File: config.mk
export PLATFORM = sky130hd
export DESIGN_NAME = seg_frame_parser
export DESIGN_NICKNAME = d
export VERILOG_FILES = /design/src/rtl/seg_parse_pkg.sv /design/src/rtl/seg_sym_classify.sv /design/src/rtl/seg_index_ctr.sv /design/src/rtl/seg_addr_gen.sv /design/src/rtl/seg_frame_parser.sv
export SDC_FILE = /design/constraint.sdc
export NUM_CORES = 1
export LEC_CHECK = 0
export CORE_MARGIN = 4
export CORE_UTILIZATION = 25
export DETAILED_ROUTE_END_ITERATION = 8
export SKIP_CTS_REPAIR_TIMING = 1
export SLEW_MARGIN = 20
export SYNTH_ARGS = -nofsm -noshare
export SYNTH_HDL_FRONTEND = slang
export SYNTH_SLANG_ARGS = --single-unit
File: constraint.sdc
create_clock -name clk -period 2.37 [get_ports clk]
set_input_delay 0.474 -clock clk [delete_from_list [all_inputs] [get_ports clk]]
set_output_delay 0.474 -clock clk [all_outputs]
set_load 0.01 [all_outputs]
File: src/rtl/seg_parse_pkg.sv
package seg_parse_pkg;

    typedef enum logic [2:0] {
        ST_IDLE,
        ST_LEAD_SKIP,
        ST_ADDR,
        ST_PAD_SKIP,
        ST_TAKE,
        ST_GAP
    } parse_state_t;

    typedef struct packed {
        logic open_mark;
        logic close_mark;
        logic other_k;
    } sym_class_t;

endpackage

File: src/rtl/seg_sym_classify.sv
module seg_sym_classify
    import seg_parse_pkg::*;
#(
    parameter int          BYTE_W     = 8,
    parameter logic [7:0]  OPEN_CODE  = 8'h5C,
    parameter logic [7:0]  CLOSE_CODE = 8'h3C
) (
    input  logic [BYTE_W-1:0] sym,
    input  logic              is_k,
    output sym_class_t        cls
);

    always_comb begin
        cls.open_mark  = is_k && (sym == BYTE_W'(OPEN_CODE));
        cls.close_mark = is_k && (sym == BYTE_W'(CLOSE_CODE));
        cls.other_k    = is_k && !cls.open_mark && !cls.close_mark;
    end

endmodule

File: src/rtl/seg_index_ctr.sv
module seg_index_ctr #(
    parameter int MAX_BYTES = 2048,
    parameter int LEN_W     = $clog2(MAX_BYTES + 1)
) (
    input  logic             clk,
    input  logic             rst_n,
    input  logic             clear,
    input  logic             step,
    output logic [LEN_W-1:0] idx,
    output logic             full
);

    always_ff @(posedge clk) begin
        if (!rst_n) begin
            idx <= '0;
        end else if (clear) begin
            idx <= '0;
        end else if (step) begin
            idx <= idx + 1'b1;
        end
    end

    assign full = (idx == LEN_W'(MAX_BYTES));


    cnt_bound_chk: assert property (@(posedge clk) disable iff (!rst_n)
        idx <= LEN_W'(MAX_BYTES));


    no_step_when_full_chk: assert property (@(posedge clk) disable iff (!rst_n)
        !(step && full && !clear));

endmodule

File: src/rtl/seg_addr_gen.sv
module seg_addr_gen #(
    parameter int BYTE_W = 8,
    parameter int ADDR_W = 11,
    parameter int LEN_W  = 12
) (
    input  logic [BYTE_W-1:0] seg,
    input  logic [LEN_W-1:0]  idx,
    output logic [ADDR_W-1:0] addr
);

    localparam int SHIFT = ADDR_W - BYTE_W;

    logic [ADDR_W-1:0] base;

    generate
        if (SHIFT > 0) begin : g_scaled
            assign base = {seg, {SHIFT{1'b0}}};
        end else begin : g_direct
            assign base = ADDR_W'(seg);
        end
    endgenerate

    assign addr = base + ADDR_W'(idx);

endmodule

File: src/rtl/seg_frame_parser.sv
module seg_frame_parser
    import seg_parse_pkg::*;
#(
    parameter int         BYTE_W     = 8,
    parameter int         ADDR_W     = 11,
    parameter int         MAX_BYTES  = 2048,
    parameter logic [7:0] OPEN_CODE  = 8'h5C,
    parameter logic [7:0] CLOSE_CODE = 8'h3C,
    localparam int        LEN_W      = $clog2(MAX_BYTES + 1)
) (
    input  logic              clk,
    input  logic              rst_n,
    input  logic [BYTE_W-1:0] rx_byte,
    input  logic              rx_is_k,
    output logic              wr_valid,
    output logic [BYTE_W-1:0] wr_data,
    output logic [ADDR_W-1:0] wr_addr,
    output logic              seg_done,
    output logic [LEN_W-1:0]  seg_len,
    output logic [BYTE_W-1:0] seg_num
);

    parse_state_t      state_q, state_d;
    sym_class_t        cls;
    logic [BYTE_W-1:0] cur_seg;
    logic [LEN_W-1:0]  idx;
    logic              full;
    logic              capture;
    logic              closing;
    logic [ADDR_W-1:0] next_addr;

    seg_sym_classify #(
        .BYTE_W     (BYTE_W),
        .OPEN_CODE  (OPEN_CODE),
        .CLOSE_CODE (CLOSE_CODE)
    ) u_classify (
        .sym  (rx_byte),
        .is_k (rx_is_k),
        .cls  (cls)
    );

    seg_index_ctr #(
        .MAX_BYTES (MAX_BYTES),
        .LEN_W     (LEN_W)
    ) u_index (
        .clk   (clk),
        .rst_n (rst_n),
        .clear (cls.open_mark),
        .step  (capture),
        .idx   (idx),
        .full  (full)
    );

    seg_addr_gen #(
        .BYTE_W (BYTE_W),
        .ADDR_W (ADDR_W),
        .LEN_W  (LEN_W)
    ) u_addr (
        .seg  (cur_seg),
        .idx  (idx),
        .addr (next_addr)
    );

    assign capture = (state_q == ST_TAKE) && !rx_is_k && !full;
    assign closing = (state_q == ST_TAKE) && cls.close_mark;

    always_comb begin
        state_d = state_q;
        if (cls.open_mark) begin
            state_d = ST_LEAD_SKIP;
        end else begin
            unique case (state_q)
                ST_IDLE:      state_d = ST_IDLE;
                ST_LEAD_SKIP: state_d = ST_ADDR;
                ST_ADDR:      state_d = ST_PAD_SKIP;
                ST_PAD_SKIP:  state_d = ST_TAKE;
                ST_TAKE: begin
                    if (rx_is_k || full) state_d = ST_IDLE;
                    else                 state_d = ST_GAP;
                end
                ST_GAP:       state_d = ST_TAKE;
                default:      state_d = ST_IDLE;
            endcase
        end
    end

    always_ff @(posedge clk) begin
        if (!rst_n) state_q <= ST_IDLE;
        else        state_q <= state_d;
    end

    always_ff @(posedge clk) begin
        if (!rst_n) begin
            cur_seg  <= '0;
            wr_valid <= 1'b0;
            wr_data  <= '0;
            wr_addr  <= '0;
            seg_done <= 1'b0;
            seg_len  <= '0;
            seg_num  <= '0;
        end else begin
            wr_valid <= capture;
            seg_done <= closing;
            if (state_q == ST_ADDR && !cls.open_mark) begin
                cur_seg <= rx_byte;
            end
            if (capture) begin
                wr_data <= rx_byte;
                wr_addr <= next_addr;
            end
            if (closing) begin
                seg_len <= idx;
                seg_num <= cur_seg;
            end
        end
    end


    alt_slot_chk: assert property (@(posedge clk) disable iff (!rst_n)
        wr_valid |=> !wr_valid);


    done_pulse_chk: assert property (@(posedge clk) disable iff (!rst_n)
        seg_done |=> !seg_done);


    write_done_excl_chk: assert property (@(posedge clk) disable iff (!rst_n)
        !(wr_valid && seg_done));


    open_quiet_chk: assert property (@(posedge clk) disable iff (!rst_n)
        (rx_is_k && rx_byte == BYTE_W'(OPEN_CODE)) |=> (!wr_valid && !seg_done));


    addr_step_chk: assert property (@(posedge clk) disable iff (!rst_n)
        (wr_valid && !seg_done) |=> ##1 (wr_valid && !$past(rx_is_k && rx_byte == BYTE_W'(OPEN_CODE), 2))
            |-> (wr_addr == $past(wr_addr, 2) + 1'b1));


    len_bound_chk: assert property (@(posedge clk) disable iff (!rst_n)
        seg_done |-> (seg_len <= LEN_W'(MAX_BYTES)));

endmodule

==> results.sh, run 1 <==
export IMPL_status="completed"
export IMPL_cts_buffer_depth=2
export IMPL_hold_path_depth=2
export IMPL_synth_area_sq_um=2860
export IMPL_die_area_sq_um=13200
export IMPL_synth_area_leader_cell="dfxtp_1"
export IMPL_power_density_nw_per_um2=613
export IMPL_synth_seq_area_share_pct=44.8
export IMPL_slew_headroom_pct=66.3
export IMPL_synth_cells=274
export IMPL_numClockSinks=64
export IMPL_cp_end_kind="flop"
export IMPL_fin_nets=357
export IMPL_dp_cells=465
export IMPL_hold_end="wr_addr[8]$_SDFFE_PN0P_"
export IMPL_min_period_over_period_pct=87.5
export IMPL_ys_seq_elements=64
export IMPL_finalSetupViolations=0
export IMPL_diodes=0
export IMPL_synth_edf_count=0
export IMPL_clkLatencyLatePin_ns=0.33
export IMPL_cp_slowest_stage_delay_ns=0.41
export IMPL_cap_violations=0
export IMPL_rows=38
export IMPL_io_pins=52
export IMPL_crit_fanout=3
export IMPL_hp_class="flop to flop"
export IMPL_drv_slew=0
export IMPL_antenna_found_initial=0
export IMPL_area_delta_synth_final_pct=36.5
export IMPL_clk_pin_slew_ns=0.06
export IMPL_yosys_top_cells_area="dfxtp_1 45%, mux2i_1 14%, nor2b_1 9.2%"
export IMPL_postSynthAreaPerCell_sq_um=10.4
export IMPL_vias=2086
export IMPL_grt_start_max_net_pins=45
export IMPL_path_buf_inv=0
export IMPL_fin_skew_ns=0.00759
export IMPL_hold_viol=0
export IMPL_cp_cell_sequence="ha_1 > fa_1 > a21o_1 > a221o_1 > a21oi_1 > xor2_1 > o22ai_1"
export IMPL_regToRegSetupSlack_ns=0.30
export IMPL_grt_pass1_wl_um=10700
export IMPL_cts_max_level=3
export IMPL_vdd_ir_drop_max_mv=0.327
export IMPL_critical_path_class="flop to flop"
export IMPL_fmax_ghz=0.482
export IMPL_path_depth=7
export IMPL_power_frac_seq_pct=45.0
export IMPL_startpoint="cur_seg[0]$_SDFFE_PN0P_"
export IMPL_globalRouteOverflowTotal=0
export IMPL_critPathTopFamily="compound AO/OA/AOI/OAI gates"
export IMPL_cp_data_arrival_time_ns=2.29
export IMPL_cts_tree="yes"
export IMPL_rr_endpoint="wr_addr[9]$_SDFFE_PN0P_"
export IMPL_io_buffers=51
export IMPL_core_sq_um=11000
export IMPL_track_usage_pct=10.4
export IMPL_cts_root_buf="clkbuf_16"
export IMPL_drtIter0Drc=68
export IMPL_die_h_um=115
export IMPL_postRouteAntennaNets=0
export IMPL_synthFlopType="dfxtp_1"
export IMPL_cp_slowest_cell="fa_1"
export IMPL_hold_start="wr_addr[8]$_SDFFE_PN0P_"
export IMPL_viasPerCell=4.34
export IMPL_p_total_mw=2.39
export IMPL_first_pass_iters=4
export IMPL_cts_buffers=9
export IMPL_reg2regPathDepth=7
export IMPL_placedInstanceArea_sq_um=3620
export IMPL_switching_power_uw=556
export IMPL_async_reset_ff_share_pct=0
export IMPL_p_leak_nw=1.45
export IMPL_die_x_um=115
export IMPL_stdcell_area_sq_um=3910
export IMPL_dp_hpwl_um=4860
export IMPL_synth_top_cells_by_count="64 x dfxtp_1, 42 x nor2b_1, 40 x mux2i_1"
export IMPL_drc_errors=0
export IMPL_drive_gt1_share_pct=10.6
export IMPL_r2r_start="cur_seg[0]$_SDFFE_PN0P_"
export IMPL_combPwrFrac_pct=2.4
export IMPL_fin_crit_ns=2.07
export IMPL_wl_per_cell_um=13.8
export IMPL_yosysUniqueCellTypes=42
export IMPL_synth_most_common_cell="dfxtp_1"
export IMPL_final_instance_count_excl_fill=481
export IMPL_syn_num_nets=295
export IMPL_routed_wl_um=6620
export IMPL_yosysWarnings=0
export IMPL_p_clk_share_pct=52.6
export IMPL_fin_util_pct=35.4
export IMPL_tns_ns=0
export IMPL_p_int_mw=1.84
export IMPL_gp_congestion=0.806
export IMPL_synth_top_area_share_pct=44.8
export IMPL_startpoint_type="flop"
export IMPL_rsz0062_at_grt="no"
export IMPL_tightest_slew_ns=0.499
export IMPL_cp_required_ns=2.58
export IMPL_switching_share_pct=23.2
export IMPL_initial_core_util_pct=25.9
export IMPL_grt_pass1_vias=2132
tightest hold or removal path: stages, from the launching register on:
cell and delay [ns]:
dfxtp_1 0.32, nand2_1 0.06, o22ai_1 0.07
final cells by class:
class | instances | area, sq um
Fill cell | 1124 | 7130
Multi-Input combinational cell | 192 | 1480
Sequential cell | 64 | 1280
Timing Repair Buffer | 64 | 658
Clock buffer | 9 | 225
Tap cell | 140 | 175
Clock inverter | 7 | 62.6
Inverter | 5 | 18.8
flip-flops by register name, indices dropped and copies added, names as in the netlist:
name	cells
seg_num	8
wr_valid	1
wr_data	8
seg_len	12
u_index.idx	12
seg_done	1
cur_seg	8
wr_addr	11
state_q	3
cells by family (layout without fill, tap and decap cells):
logic type / Yosys count / count (layout) / share of synthesized area, %
xor+xnor: 19 / 19 / 5.82
mux: 40 / 40 / 14.0
flops: 64 / 64 / 44.8
simple gates: 99 / 99 / 21.4
fa+ha+maj: 10 / 10 / 4.64
buf+inv: 18 / 85 / 3.63
compound gates: 24 / 24 / 5.73
stage by stage:
| step | setup slack [ns] | hold slack, ns |
|---|---|---|
| CTS | 0.286 | 0.502 |
| global placement | 0.0606 | 0.491 |
| detailed placement | 0.0453 | 0.491 |
| finish | 0.297 | 0.493 |
| floorplan | 0.412 | 0.440 |
| global route | 0.214 | 0.517 |
worst max-delay path by stage:
stage | to | slack (ns)
after global routing | wr_addr[9]$_SDFFE_PN0P_ | 0.21
after global placement | u_index.idx[4]$_SDFFE_PP0P_ | 0.06
final | wr_addr[9]$_SDFFE_PN0P_ | 0.30
after detailed placement | u_index.idx[4]$_SDFFE_PP0P_ | 0.05
after CTS | wr_addr[9]$_SDFFE_PN0P_ | 0.29
after floorplan | wr_addr[9]$_SDFFE_PN0P_ | 0.41
per-layer routing:
layer / share of wire [%] / GRT usage [%]
met3: 4.4 / 2.63
met1: 49 / 13.8
met2: 45 / 16.3
met5: 0 / 0
met4: 1.2 / 3.99
layout by cell type, fill, tap and decap left out, types with 3 or more instances in the layout:
cell type,n
dfxtp_1,64
clkdlybuf4s50_1,51
nor2b_1,42
mux2i_1,40
nor2_1,15
xnor2_1,12
nand2_1,11
ha_1,9
clkbuf_16,9
buf_4,9
a21oi_1,8
xor2_1,7
inv_1,5
and3_1,5
nor3_1,4
a21o_1,4
buf_12,4
nand3_1,3
inv_6,3
power by group through the flow:
stage	combinational, mW	sequential, mW	clock, mW
detailed placement	0.0586	1.10	0
global placement	0.0579	1.10	0
finish	0.0578	1.08	1.26
floorplan	0.0244	1.10	0
global route	0.0619	1.08	1.35
CTS	0.0589	1.08	1.29
No activity file was read; power rests on OpenSTA's default activity.
==> inputs of run 2 (changes only) <==
CORE_UTILIZATION = 52   (was 25)
PLACE_DENSITY = 0.79   (was unset)
==> run 2 against run 1 <==
  * Sequential power about the same
  * Fmax up 2.0%
  * Worst hold slack worse by 0.010 ns
  * Combinational power about the same
  * Sequential share of layout area up 2.1 points
  * Setup slack better by 0.041 ns
  * Count of clock-buffer cells in the layout up 7
  * Global-route usage up 9.6 points
  * Via count up 0.62%
  * Largest cell class unchanged
  * Largest power group is now sequential cells
==> results.sh, run 2 (same netlist as run 1, synthesis figures left out) <==
export IMPL_fin_util_pct=70.6
export IMPL_power_frac_seq_pct=56.3
export IMPL_fin_skew_ns=0.00500
export IMPL_p_clk_share_pct=40.7
export IMPL_pre_cts_ws_ns=0.0438
export IMPL_cp_end_kind="flop"
export IMPL_mostFrequentLayoutCells="64 x dfxtp_1, 51 x clkdlybuf4s50_1, 42 x nor2b_1, 40 x mux2i_1, 15 x nor2_1"
export IMPL_antenna_found_initial=0
export IMPL_drv_slew=0
export IMPL_cp_slowest_cell="fa_1"
export IMPL_drc_errors=0
export IMPL_worst_hold_slack_ns=0.483
export IMPL_wl_per_cell_um=14.2
export IMPL_clk_pin_slew_ns=0.06
export IMPL_cp_cell_sequence="ha_1 > fa_1 > a21o_1 > a221o_1 > a21oi_1 > xor2_1 > o22ai_1"
export IMPL_globalRouteOverflowTotal=0
export IMPL_tns_ns=0
export IMPL_clkLatencyLatePin_ns=0.33
export IMPL_cp_required_ns=2.59
export IMPL_io_pins=52
export IMPL_largestRegisters="seg_len: 12 flops, u_index.idx: 12 flops, wr_addr: 11 flops"
export IMPL_startpoint_type="flop"
export IMPL_grt_pass1_wl_um=10100
export IMPL_crit_fanout=3
export IMPL_die_h_um=82.2
export IMPL_cap_violations=0
export IMPL_die_x_um=82.2
export IMPL_cts_buffer_depth=2
export IMPL_cp_slowest_stage_delay_ns=0.40
export IMPL_drive_gt1_share_pct=9.06
export IMPL_hold_viol=0
export IMPL_grt_pass1_vias=2084
export IMPL_track_usage_pct=20.0
export IMPL_switching_power_uw=392
export IMPL_routed_wl_um=5870
export IMPL_power_density_nw_per_um2=521
export IMPL_cts_max_level=3
export IMPL_tightest_slew_ns=0.476
export IMPL_fmax_ghz=0.492
export IMPL_slew_headroom_pct=67.8
export IMPL_p_int_mw=1.52
export IMPL_dp_hpwl_um=4270
export IMPL_die_area_sq_um=6750
export IMPL_cts_tree="yes"
export IMPL_stdcell_area_sq_um=3670
export IMPL_vias=2099
export IMPL_p_leak_nw=1.39
export IMPL_hp_class="flop to flop"
export IMPL_fin_crit_ns=2.03
export IMPL_placedInstanceArea_sq_um=3510
export IMPL_cts_root_buf="clkbuf_8"
export IMPL_numClockSinks=64
export IMPL_rsz0062_at_grt="no"
export IMPL_postRouteAntennaNets=0
export IMPL_critical_path_class="flop to flop"
export IMPL_viasPerCell=5.09
export IMPL_status="completed"
export IMPL_cp_data_arrival_time_ns=2.25
export IMPL_io_buffers=51
export IMPL_drtIter0Drc=94
export IMPL_finalSetupViolations=0
export IMPL_switching_share_pct=20.5
export IMPL_vdd_ir_drop_max_mv=0.397
export IMPL_initial_core_util_pct=55.0
export IMPL_fin_nets=358
export IMPL_combPwrFrac_pct=3.0
export IMPL_layout_commonest_cell="dfxtp_1"
export IMPL_diodes=0
export IMPL_rows=26
export IMPL_core_sq_um=5200
export IMPL_fin_ws_ns=0.338
export IMPL_cts_buffers=9
export IMPL_grt_start_max_net_pins=27
export IMPL_gp_congestion=0.825
export IMPL_min_period_over_period_pct=85.7
export IMPL_first_pass_iters=4
export IMPL_area_delta_synth_final_pct=28.4
[run 2: cell count changes in the layout (fill, tap and decap cells not counted), sizes merged]
cell / before / now
clkbuf: 9 / 16
inv: 9 / 5
clkinv: 2 / 0
buf: 13 / 14
clkinvlp: 1 / 0
[run 2: metal layers]
metal / wire length (um) / up-vias / GRT usage, %
met4: 146 / 0 / 10.8
met1: 2850 / 961 / 25.8
met3: 248 / 15 / 4.56
li1: - / 1067 / -
met5: 0 / - / 0
met2: 2630 / 56 / 31.2
[run 2: stage by stage]
stage | std cells | total power [mW]
2_1_floorplan | 274 | 1.12
3_3_place_gp | 396 | 1.16
3_5_place_dp | 396 | 1.16
4_1_cts | 412 | 1.94
5_1_grt | 412 | 1.98
6_report | 412 | 1.91
[run 2: final cells by class]
type,instances,area [sq um]
inverter,5,18.8
timing repair buffer,65,641
fill,403,1530
clock buffer,16,160
sequential,64,1280
tap,70,87.6
multi-input combinational,192,1480
[run 2: worst paths after layout]
check,cells past startpoint,end,slack [ns],from
worst max-delay path,7,wr_addr[9]$_SDFFE_PN0P_,0.34,cur_seg[0]$_SDFFE_PN0P_
worst min-delay path,2,wr_addr[9]$_SDFFE_PN0P_,0.48,wr_addr[9]$_SDFFE_PN0P_
worst max register to register,7,wr_addr[9]$_SDFFE_PN0P_,0.34,cur_seg[0]$_SDFFE_PN0P_
worst min register to register,2,wr_addr[9]$_SDFFE_PN0P_,0.48,wr_addr[9]$_SDFFE_PN0P_
[run 2: power by group through the flow]
stage | clock [mW] | sequential (mW) | combinational [mW]
global route | 0.845 | 1.08 | 0.0620
CTS | 0.807 | 1.08 | 0.0583
global placement | 0 | 1.10 | 0.0572
detailed placement | 0 | 1.10 | 0.0576
floorplan | 0 | 1.10 | 0.0244
finish | 0.778 | 1.08 | 0.0580
[run 2: critical path, delay by kind of cell, from the launching register on]
kind,cells,cell delay [ns]
XOR/XNOR,1,0.16
AO/OA/AOI/OAI,4,0.79
flip-flops,1,0.34
adder cells (fa/ha/maj),2,0.63
